==> src/rtl/serial_reg_pkg.sv <==
package serial_reg_pkg;
  localparam int BUS_W  = 32;
  localparam int LANES  = BUS_W / 8;
  localparam int WORD_W = 6;

  localparam logic [WORD_W-1:0] WI_LCR = 6'd0;
  localparam logic [WORD_W-1:0] WI_LSR = 6'd1;
  localparam logic [WORD_W-1:0] WI_IER = 6'd2;
  localparam logic [WORD_W-1:0] WI_ISR = 6'd3;
  localparam logic [WORD_W-1:0] WI_FCR = 6'd4;
  localparam logic [WORD_W-1:0] WI_BRR = 6'd5;
  localparam logic [WORD_W-1:0] WI_TXF = 6'd8;
  localparam logic [WORD_W-1:0] WI_RXF = 6'd12;

  localparam logic [BUS_W-1:0] LCR_MASK = 32'hE17F_0000;
  localparam logic [BUS_W-1:0] IER_MASK = 32'h000F_0000;
  localparam logic [BUS_W-1:0] ISR_MASK = 32'h0007_0000;
  localparam logic [BUS_W-1:0] FCR_MASK = 32'h001F_0000;
  localparam logic [BUS_W-1:0] BRR_MASK = 32'h03FF_0000;

  localparam logic [BUS_W-1:0] LCR_INIT = 32'h4000_0000;
  localparam logic [BUS_W-1:0] BRR_INIT = 32'h03FF_0000;
  localparam logic [BUS_W-1:0] LSR_VAL  = 32'h0000_0000;

  localparam int ST_RX_BIT  = 16;
  localparam int ST_TX_BIT  = 17;
  localparam int FC_EN_BIT  = 16;
  localparam int FC_RX_BIT  = 17;
  localparam int FC_TX_BIT  = 18;

  function automatic logic [BUS_W-1:0] lane_merge(input logic [BUS_W-1:0] old_v,
                                                  input logic [BUS_W-1:0] new_v,
                                                  input logic [LANES-1:0] en);
    logic [BUS_W-1:0] r;
    r = old_v;
    for (int i = 0; i < LANES; i++)
      if (en[i]) r[8*i +: 8] = new_v[8*i +: 8];
    return r;
  endfunction
endpackage

==> src/rtl/csr_lane_reg.sv <==
module csr_lane_reg
  import serial_reg_pkg::*;
#(
  parameter logic [BUS_W-1:0] MASK = '1,
  parameter logic [BUS_W-1:0] INIT = '0
) (
  input  logic             clk,
  input  logic             rst_n,
  input  logic             wr,
  input  logic [LANES-1:0] be,
  input  logic [BUS_W-1:0] wdata,
  input  logic [BUS_W-1:0] set_bits,
  output logic [BUS_W-1:0] wval,
  output logic [BUS_W-1:0] q
);
  assign wval = MASK & lane_merge(q, wdata, be);

  always_ff @(posedge clk or negedge rst_n) begin
    if (!rst_n) q <= INIT;
    else        q <= ((wr ? wval : q) | set_bits) & MASK;
  end
endmodule

==> src/rtl/byte_fifo.sv <==
module byte_fifo #(
  parameter int DEPTH = 8,
  parameter int W     = 8,
  localparam int PW   = $clog2(DEPTH),
  localparam int CW   = $clog2(DEPTH + 1)
) (
  input  logic          clk,
  input  logic          rst_n,
  input  logic          flush,
  input  logic          push,
  input  logic [W-1:0]  din,
  input  logic          pop,
  output logic [W-1:0]  dout,
  output logic          empty,
  output logic [CW-1:0] count
);
  logic [W-1:0]  mem [DEPTH];
  logic [PW-1:0] wp, rp;
  logic          full, push_ok, pop_ok;

  assign empty   = (count == '0);
  assign full    = (count == CW'(DEPTH));
  assign push_ok = push && !full;
  assign pop_ok  = pop && !empty;
  assign dout    = mem[rp];

  function automatic logic [PW-1:0] bump(input logic [PW-1:0] p);
    return (p == PW'(DEPTH - 1)) ? '0 : p + 1'b1;
  endfunction

  always_ff @(posedge clk) begin
    if (push_ok && !flush) mem[wp] <= din;
  end

  always_ff @(posedge clk or negedge rst_n) begin
    if (!rst_n) begin
      wp <= '0; rp <= '0; count <= '0;
    end else if (flush) begin
      wp <= '0; rp <= '0; count <= '0;
    end else begin
      if (push_ok) wp <= bump(wp);
      if (pop_ok)  rp <= bump(rp);
      count <= count + CW'(push_ok) - CW'(pop_ok);
    end
  end
endmodule

==> src/rtl/serial_reg_front.sv <==
module serial_reg_front
  import serial_reg_pkg::*;
#(
  parameter int FIFO_DEPTH = 8,
  localparam int CW = $clog2(FIFO_DEPTH + 1)
) (
  input  logic             clk,
  input  logic             rst_n,
  input  logic             req,
  input  logic             we,
  input  logic [7:0]       addr,
  input  logic [LANES-1:0] be,
  input  logic [BUS_W-1:0] wdata,
  output logic [BUS_W-1:0] rdata,
  output logic             rvalid,
  output logic             irq,
  output logic             tx_valid,
  output logic [7:0]       tx_data,
  input  logic             tx_ready,
  input  logic             rx_valid,
  input  logic [7:0]       rx_data
);
  logic [WORD_W-1:0] word;
  logic              wr, rd, unused_addr;
  logic [BUS_W-1:0]  lcr_q, ier_q, isr_q, fcr_q, brr_q;
  logic [BUS_W-1:0]  lcr_w, ier_w, isr_w, fcr_w, brr_w;
  logic [BUS_W-1:0]  isr_set;
  logic              tx_push, tx_pop, tx_flush, tx_empty;
  logic              rx_pop, rx_flush, rx_empty;
  logic [7:0]        rx_head;
  logic [CW-1:0]     tx_count, rx_count;
  logic [BUS_W-1:0]  rd_mux;

  assign word        = addr[7:2];
  assign unused_addr = ^addr[1:0];
  assign wr          = req && we;
  assign rd          = req && !we;

  csr_lane_reg #(.MASK(LCR_MASK), .INIT(LCR_INIT)) u_lcr (
    .clk(clk), .rst_n(rst_n), .wr(wr && word == WI_LCR), .be(be), .wdata(wdata),
    .set_bits('0), .wval(lcr_w), .q(lcr_q));
  csr_lane_reg #(.MASK(IER_MASK), .INIT('0)) u_ier (
    .clk(clk), .rst_n(rst_n), .wr(wr && word == WI_IER), .be(be), .wdata(wdata),
    .set_bits('0), .wval(ier_w), .q(ier_q));
  csr_lane_reg #(.MASK(ISR_MASK), .INIT('0)) u_isr (
    .clk(clk), .rst_n(rst_n), .wr(wr && word == WI_ISR), .be(be), .wdata(wdata),
    .set_bits(isr_set), .wval(isr_w), .q(isr_q));
  csr_lane_reg #(.MASK(FCR_MASK), .INIT('0)) u_fcr (
    .clk(clk), .rst_n(rst_n), .wr(wr && word == WI_FCR), .be(be), .wdata(wdata),
    .set_bits('0), .wval(fcr_w), .q(fcr_q));
  csr_lane_reg #(.MASK(BRR_MASK), .INIT(BRR_INIT)) u_brr (
    .clk(clk), .rst_n(rst_n), .wr(wr && word == WI_BRR), .be(be), .wdata(wdata),
    .set_bits('0), .wval(brr_w), .q(brr_q));

  logic unused_wvals;
  assign unused_wvals = ^{lcr_w, ier_w, isr_w, brr_w};

  always_comb begin
    isr_set = '0;
    isr_set[ST_RX_BIT] = !rx_empty;
    isr_set[ST_TX_BIT] = tx_empty;
  end

  assign rx_flush = wr && word == WI_FCR && fcr_w[FC_EN_BIT] && fcr_w[FC_RX_BIT];
  assign tx_flush = wr && word == WI_FCR && fcr_w[FC_EN_BIT] && fcr_w[FC_TX_BIT];
  assign tx_push  = wr && word == WI_TXF && be[LANES-1];
  assign rx_pop   = rd && word == WI_RXF && be[LANES-1];
  assign tx_pop   = tx_valid && tx_ready;

  byte_fifo #(.DEPTH(FIFO_DEPTH), .W(8)) u_txq (
    .clk(clk), .rst_n(rst_n), .flush(tx_flush), .push(tx_push),
    .din(wdata[BUS_W-1 -: 8]), .pop(tx_pop), .dout(tx_data),
    .empty(tx_empty), .count(tx_count));

  byte_fifo #(.DEPTH(FIFO_DEPTH), .W(8)) u_rxq (
    .clk(clk), .rst_n(rst_n), .flush(rx_flush), .push(rx_valid),
    .din(rx_data), .pop(rx_pop), .dout(rx_head),
    .empty(rx_empty), .count(rx_count));

  assign tx_valid = !tx_empty;
  assign irq      = |(isr_q & ier_q);

  always_comb begin
    case (word)
      WI_LCR:  rd_mux = lcr_q;
      WI_LSR:  rd_mux = LSR_VAL;
      WI_IER:  rd_mux = ier_q;
      WI_ISR:  rd_mux = isr_q;
      WI_FCR:  rd_mux = fcr_q;
      WI_BRR:  rd_mux = brr_q;
      WI_RXF:  rd_mux = (be[LANES-1] && !rx_empty) ? {rx_head, 24'h0} : '0;
      default: rd_mux = '0;
    endcase
  end

  always_ff @(posedge clk or negedge rst_n) begin
    if (!rst_n) begin
      rdata  <= '0;
      rvalid <= 1'b0;
    end else begin
      rvalid <= rd;
      if (rd) rdata <= rd_mux;
    end
  end
endmodule

==> config.mk <==
export PLATFORM = sky130hd
export DESIGN_NAME = serial_reg_front
export DESIGN_NICKNAME = d
export VERILOG_FILES = /design/src/rtl/serial_reg_pkg.sv /design/src/rtl/csr_lane_reg.sv /design/src/rtl/byte_fifo.sv /design/src/rtl/serial_reg_front.sv
export SDC_FILE = /design/constraint.sdc
export NUM_CORES = 1
export LEC_CHECK = 0
export CELL_PAD_IN_SITES_DETAIL_PLACEMENT = 1
export CELL_PAD_IN_SITES_GLOBAL_PLACEMENT = 2
export CORE_ASPECT_RATIO = 0.7
export CORE_MARGIN = 2
export CORE_UTILIZATION = 26
export CTS_BUF_LIST = sky130_fd_sc_hd__clkbuf_8
export DETAILED_ROUTE_END_ITERATION = 10
export PLACE_DENSITY_LB_ADDON = 0.1
export SETUP_SLACK_MARGIN = 0.05
export SLEW_MARGIN = 20
export SYNTH_ARGS = -nofsm -noshare
export SYNTH_HDL_FRONTEND = slang
export SYNTH_SLANG_ARGS = --single-unit
==> constraint.sdc <==
create_clock -name clk -period 2.5 [get_ports clk]
set_clock_uncertainty 0.15 [all_clocks]
set_input_delay 0.375 -clock clk [delete_from_list [all_inputs] [get_ports clk]]
set_output_delay 0.375 -clock clk [all_outputs]
set_load 0.05 [all_outputs]
== Word level (Yosys, flattened, before mapping) ==
Memories as Yosys holds them, arrays and structs flattened.
Index checks and enable logic that the tools add are counted.

* Bits in registers: 86
* Memory bits (writable): 128
* Output and inout bits: 43
* Word-level logic and storage cells: 106
* Memories kept: 2

* Add/subtract/negate cells: 8
* Equal/unequal tests: 12
* Muxes and demuxes: 23
* Bitwise operators: 2
* Reductions and logical operators: 43

{| class="wikitable"
|+ Memory list
! memory !! words !! bits a word !! rd ports !! clocked after memory_dff !! wr ports !! RTL line !! source
|-
| u_rxq.mem || 8 || 8 || 1 || 0 || 1 || byte_fifo.sv:17 || <nowiki>logic [W-1:0] mem [DEPTH];</nowiki>
|-
| u_txq.mem || 8 || 8 || 1 || 0 || 1 || byte_fifo.sv:17 ||
|}

{| class="wikitable"
|+ Operators with widths
! kind !! count
|-
| $pmux 32 s6 || 1
|-
| $mux 3 || 14
|-
| $mux 32 || 1
|-
| $reduce_or 32->1 || 1
|-
| $logic_and 1x1->1 || 22
|-
| $and 19x20->20 || 1
|-
| $mux 19 || 1
|-
| $or 19x18->19 || 1
|-
| $add 3x1->3 const B || 4
|-
| $eq 3x3->1 const B || 4
|-
| $eq 6x2->1 const B || 2
|-
| $eq 6x3->1 const B || 2
|-
| $eq 6x4->1 const B || 2
|-
| $reduce_and 2->1 || 6
|-
| $add 4x1->4 || 2
|-
| $eq 4x4->1 const B || 2
|-
| $logic_not 4->1 || 2
|-
| $mux 4 || 2
|-
| $reduce_bool 2->1 || 4
|-
| $sub 4x1->4 || 2
|-
| $logic_not 1->1 || 7
|-
| $logic_not 6->1 || 1
|-
| $mux 1 || 4
|}

== Depth between registers and ports, before layout ==
* Word-level depth: 8
* Gate-level depth with buffers: 13
* Gate-level depth less buffers: 13

== By module ==
Synthesis repeated with hierarchy kept, for this count alone.

* Cells, all modules: 1101
* Area, all modules: 13361.6 µm²

{| class="wikitable"
|+ Modules (own cells, without submodules)
! module !! instances !! cells each !! area an instance (µm²) !! seq. area each (µm²)
|-
| byte_fifo || 2 || 168 || 3174.3 || 2172.1
|-
| serial_reg_front || 1 || 360 || 3266.9 || 825.8
|-
| csr_lane_reg (u_lcr) || 1 || 92 || 930.9 || 276.5
|-
| csr_lane_reg (u_brr) || 1 || 89 || 888.4 || 262.8
|-
| csr_lane_reg (u_fcr) || 1 || 77 || 683.2 || 125.1
|-
| csr_lane_reg (u_ier) || 1 || 75 || 644.4 || 100.1
|-
| csr_lane_reg (u_isr) || 1 || 72 || 599.3 || 75.1
|}

== Least setup slack after synthesis ==
No wires, ideal clock.

* Path kind: reg2reg
* Start point: register u_txq.count[2]
* End point: register u_txq.count[2]
* Library setup time: 0.139 ns
* Arrival time: 2.667 ns
* Slack: -0.456 ns
* Cell stages (with the launch flop): 13
* Path buffers: 1
* Period minus slack after synthesis: 2.956 ns
* Cells stage by stage: dfrtp_1 -> inv_1 -> ha_1 -> or3b_2 -> clkbuf_1 -> nand2_1 -> inv_1 -> ha_1 -> inv_1 -> ha_1 -> fa_1 -> xnor2_1 -> nor2_1

* Word-level cells in the longest chain between the ends: 6
* Elaborated cells on any way between the ends: 10
* Classes of those cells: add/sub (2); eq/ne (1); mux (1); reduce/logical (6)

{| class="wikitable"
|+ Ends and longest elaborated chain
! element !! RTL line !! source
|-
| from (decl) || byte_fifo.sv:15 || <nowiki>output logic [CW-1:0] count</nowiki>
|-
| from (signal assigned) || byte_fifo.sv:43 || <nowiki>count <= count + CW'(push_ok) - CW'(pop_ok);</nowiki>
|-
| $logic_not 4->1 * || byte_fifo.sv:21 || <nowiki>assign empty = (count == '0);</nowiki>
|-
| $logic_not 1->1 * || serial_reg_front.sv:80 || <nowiki>assign tx_valid = !tx_empty;</nowiki>
|-
| via tx_valid || serial_reg_front.sv:17 || <nowiki>output logic tx_valid,</nowiki>
|-
| $logic_and 1x1->1 || serial_reg_front.sv:68 || <nowiki>assign tx_pop = tx_valid && tx_ready;</nowiki>
|-
| $logic_and 1x1->1 * || byte_fifo.sv:24 || <nowiki>assign pop_ok = pop && !empty;</nowiki>
|-
| $sub 4x1->4 * || byte_fifo.sv:43 ||
|-
| $mux 4 * || byte_fifo.sv:38 || <nowiki>end else if (flush) begin</nowiki>
|}

Mark *: on every way through the listed nets, which the timed path passes. The rest lies on a longest branch.
A chain may end at the register's enable or synchronous reset.

== Worst setup path after layout ==
* Start point: register u_txq.rp[0]
* End point: output tx_data[7]

* Word-level cells in the longest chain between the ends: 1

{| class="wikitable"
|+ Ends and longest elaborated chain
! element !! RTL line !! source
|-
| from (decl) || byte_fifo.sv:18 || <nowiki>logic [PW-1:0] wp, rp;</nowiki>
|-
| from (signal assigned) || byte_fifo.sv:42 || <nowiki>if (pop_ok) rp <= bump(rp);</nowiki>
|-
| $mem_v2 8x8 || -- ||
|-
| to (decl) || serial_reg_front.sv:18 || <nowiki>output logic [7:0] tx_data,</nowiki>
|}

Every way passes these cells.

==> metrics.md <==
| Metric | Value |
|---|---|
| Status | complete, but fails checks |
| Failing checks | negative setup slack |
| Crit-path max FO | 9 |
| Max Transition Viols Final | 0 |
| Die ar. | 34,400 um2 |
| CTS buffer count | 17 |
| CTS tree | built |
| Worst-Skew Late Latency | 0.50 ns |
| Clock sink count | 198 |
| Routed vias | 4,963 |
| Drt total wl | 21,400 um |
| DIE WIDTH | 221 um |
| Critical path type | register to output port |
| Total GRT Usage | between 10% and 20% |
| IO Count | 101 |
| Drt drc | 0 |
| PwrDens | 808 nW/um2 |
| GR Layer Usage met2 | 20.4% |
| Utilization after layout | 33.6% |
| Largest net degree at the start of global routing | 37 |
| Achievable clock frequency | 384 MHz |
| Starting Density | 26.4% |
| Chip height | approximately 160 um |
| RSZ-0062 raised after global routing | true |
| Fin crit period | ~2.6 ns |
| Post-DP HPWL | roughly 15,000 um |
| Htree depth | 4 |
| Critical path data arrival time | 2.08 ns |
| DP Cell Count | 1,077 |
| Total gr overflow | 0 |
| DR iter-0 viols | 317 |
| Routing usage on met1 | ~18% |
| Root Buffer | clkbuf_8 |
| Avg Cell Area, Syn | 15.9 um2 |
| Vias/cell | 4.44 |
| RR Endpoint | u_txq.count[1]$_DFF_PN0_ |
| Most common cell after layout, fill and taps aside | edfxtp_1 |
| Worst-path clk slew | around 0.11 ns |
| Pleak | 3.96 nW |
| Worst Setup End Kind | output port |
| Clock Tree Buf Depth | 2 |
| Synth Cell Area | between 8000 and 9000 um2 |
| Port bufs | 64 |
| Crit share post-route | 104% |
| Routed len/inst | 19.1 um |
| GRT Max-Usage Layer | met2 |
| Setup violations, final | 8 |
| Share of cells above drive strength 1 | between 30% and 40% |
| Worst vdd ir | 273 uV |
| FF+latch count, synth | between 150 and 200 |
| Reg-to-reg setup timing slack | 0.10 ns |
| Final ANT Viol Nets | 0 |
| Final WS setup | -0.102 ns |
| ANT cells | 0 |
| RR Startpoint | u_txq.count[3]$_DFF_PN0_ |
| Antenna violations before repair | 0 |
| Layout Nets | 758 |
| Register area share after synthesis | 65.6% |
| Main flop type after synthesis | edfxtp_1 |
| Worst setup SP type | register |
| Vias in the first global route | 5,402 |
| Mapped Cells | 539 |
| Final hold vios | 0 |
| MaxCap Viol Count | 0 |
| Synth warn | 0 |
| Drt first pass iters | 4 |
| Layout Cells excl Fill | 1,117 |
| Distinct cells, synth | 53 |
| Relative slew slack | a little under half |
| Post-synthesis async set-or-reset flop share | between 30% and 40% |
| Measured slew at the worst slew-check pin | around 0.8 ns |
| Worst Hold Class | input port to async pin |
| R2r worst-path depth | 10 |
| Core Box Area | 32,300 um2 |
| FP Rows | 55 |
| First-pass GRT wire length | 33,100 um |
| Met3 Use GR | 3.33% |
| Most frequent cells in the layout | edfxtp_1, buf_4, dfrtp_1 |
| P&R area growth vs syn | 27.2% |
| GP Congestion | 0.700 |
| Number of synthesized flops with an enable pin | between 100 and 150 |
| Worst Path Required | between 1.5 and 2 ns |
## report_power, final
part	leakage (nW)	switching (mW)	internal [mW]
Clock	0.184	1.23	0.816
Combinational	1.74	1.44	1.27
Sequential	2.04	0.226	3.81
## cell usage after synthesis (all sizes together), types with 6 or more instances
cell type / number / share of area [%]
inv: 19 / 0.83
nand2: 35 / 1.5
nand3b: 7 / 0.61
nor3: 8 / 0.53
clkbuf: 12 / 0.53
nand3: 13 / 0.76
nand2b: 7 / 0.51
nor2b: 6 / 0.44
buf: 24 / 1.9
dfstp: 11 / 3.4
nand4: 7 / 0.51
mux2: 39 / 5.1
o21ai: 7 / 0.41
a21oi: 12 / 0.70
dfrtp: 59 / 17
nor2: 24 / 1.1
a221oi: 6 / 0.61
edfxtp: 128 / 45
o211ai: 8 / 0.70
mux4: 31 / 8.2
mux2i: 13 / 1.5
ha: 20 / 2.9
## through the flow
| step | total power, mW | instance area [um2] | setup WS [ns] | hold WS (ns) | TNS (ns) |
|---|---|---|---|---|---|
| after global placement | 6.47 | 10300 | -0.546 | 0.232 | -59.77 |
| after global routing | 9.33 | 10900 | -0.203 | 0.210 | -1.48 |
| after floorplan | 5.74 | 8740 | -0.0664 | -0.0706 | -2.21 |
| final | 8.79 | 10900 | -0.102 | 0.222 | -0.689 |
| after detailed placement | 6.55 | 10300 | -0.555 | 0.242 | -59.72 |
| after CTS | 8.78 | 10700 | -0.165 | 0.193 | -1.16 |
## cells by family after synthesis
family,Yosys count,synth area share (%)
AND/OR/NAND/NOR,127,7.93
buffers and inverters,55,3.29
other,1,0.0438
multiplexers,83,14.8
XOR/XNOR,4,0.410
adder cells (fa/ha/maj),22,3.39
flip-flops,198,65.6
AO/OA/AOI/OAI,49,4.52
## sequential cells by signal, indices dropped and copies added (netlist names)
register     flops
rdata           16
rvalid           1
u_brr.q         10
u_fcr.q          5
u_ier.q          4
u_isr.q          3
u_lcr.q         11
u_rxq.count      4
u_rxq.mem       64
u_rxq.rp         3
u_rxq.wp         3
u_txq.count      4
u_txq.mem       64
u_txq.rp         3
u_txq.wp         3
## area by class of cell
class                      count  area, um2
clock buffer                  17        234
fill                        3358      21500
sequential                   198       5610
timing repair buffer         141       1360
clock inverter                14        145
multi-input combinational    301       2920
inverter                      19       76.3
tap                          427        534
## repair_timing
| item | CTS | global route |
|---|---|---|
| hold buffers | 1 | 0 |
| gates cloned | 0 | 1 |
| gates resized for setup | 15 | 22 |
| pin swaps | 1 | 9 |
| buffers inserted | 3 | 4 |
| hold endpoints to repair | 31 | 0 |
| setup endpoints to repair | 21 | 66 |
## metal layers
| layer | part of all wire (%) | routed length [um] |
|---|---|---|
| met2 | 47 | 10000 |
| met1 | 48 | 10300 |
| met3 | 3.6 | 765 |
| met4 | 1.1 | 228 |
| met5 | 0 | 0 |
## worst max-delay path, cell delays in order, from the launching register on
cell     delay (ns)
dfrtp_2        0.44
buf_12         0.17
mux4_2         0.51
mux2_4         0.30
buf_6          0.15
## worst max-delay path by stage
stage / from / endpoint / slack, ns / depth (start not counted)
finish: u_txq.rp[0]$_DFFE_PN0P_ / tx_data[7] / -0.10 / 4
global route: u_txq.rp[0]$_DFFE_PN0P_ / tx_data[7] / -0.20 / 4
CTS: u_txq.rp[0]$_DFFE_PN0P_ / tx_data[7] / -0.16 / 4
detailed placement: be[2] / u_rxq.mem[6][6]$_DFFE_PP_ / -0.56 / 6
global placement: be[2] / u_rxq.mem[0][5]$_DFFE_PP_ / -0.55 / 5
floorplan: addr[2] / u_rxq.count[1]$_DFF_PN0_ / -0.07 / 10
(Power assumes the default switching activity.)
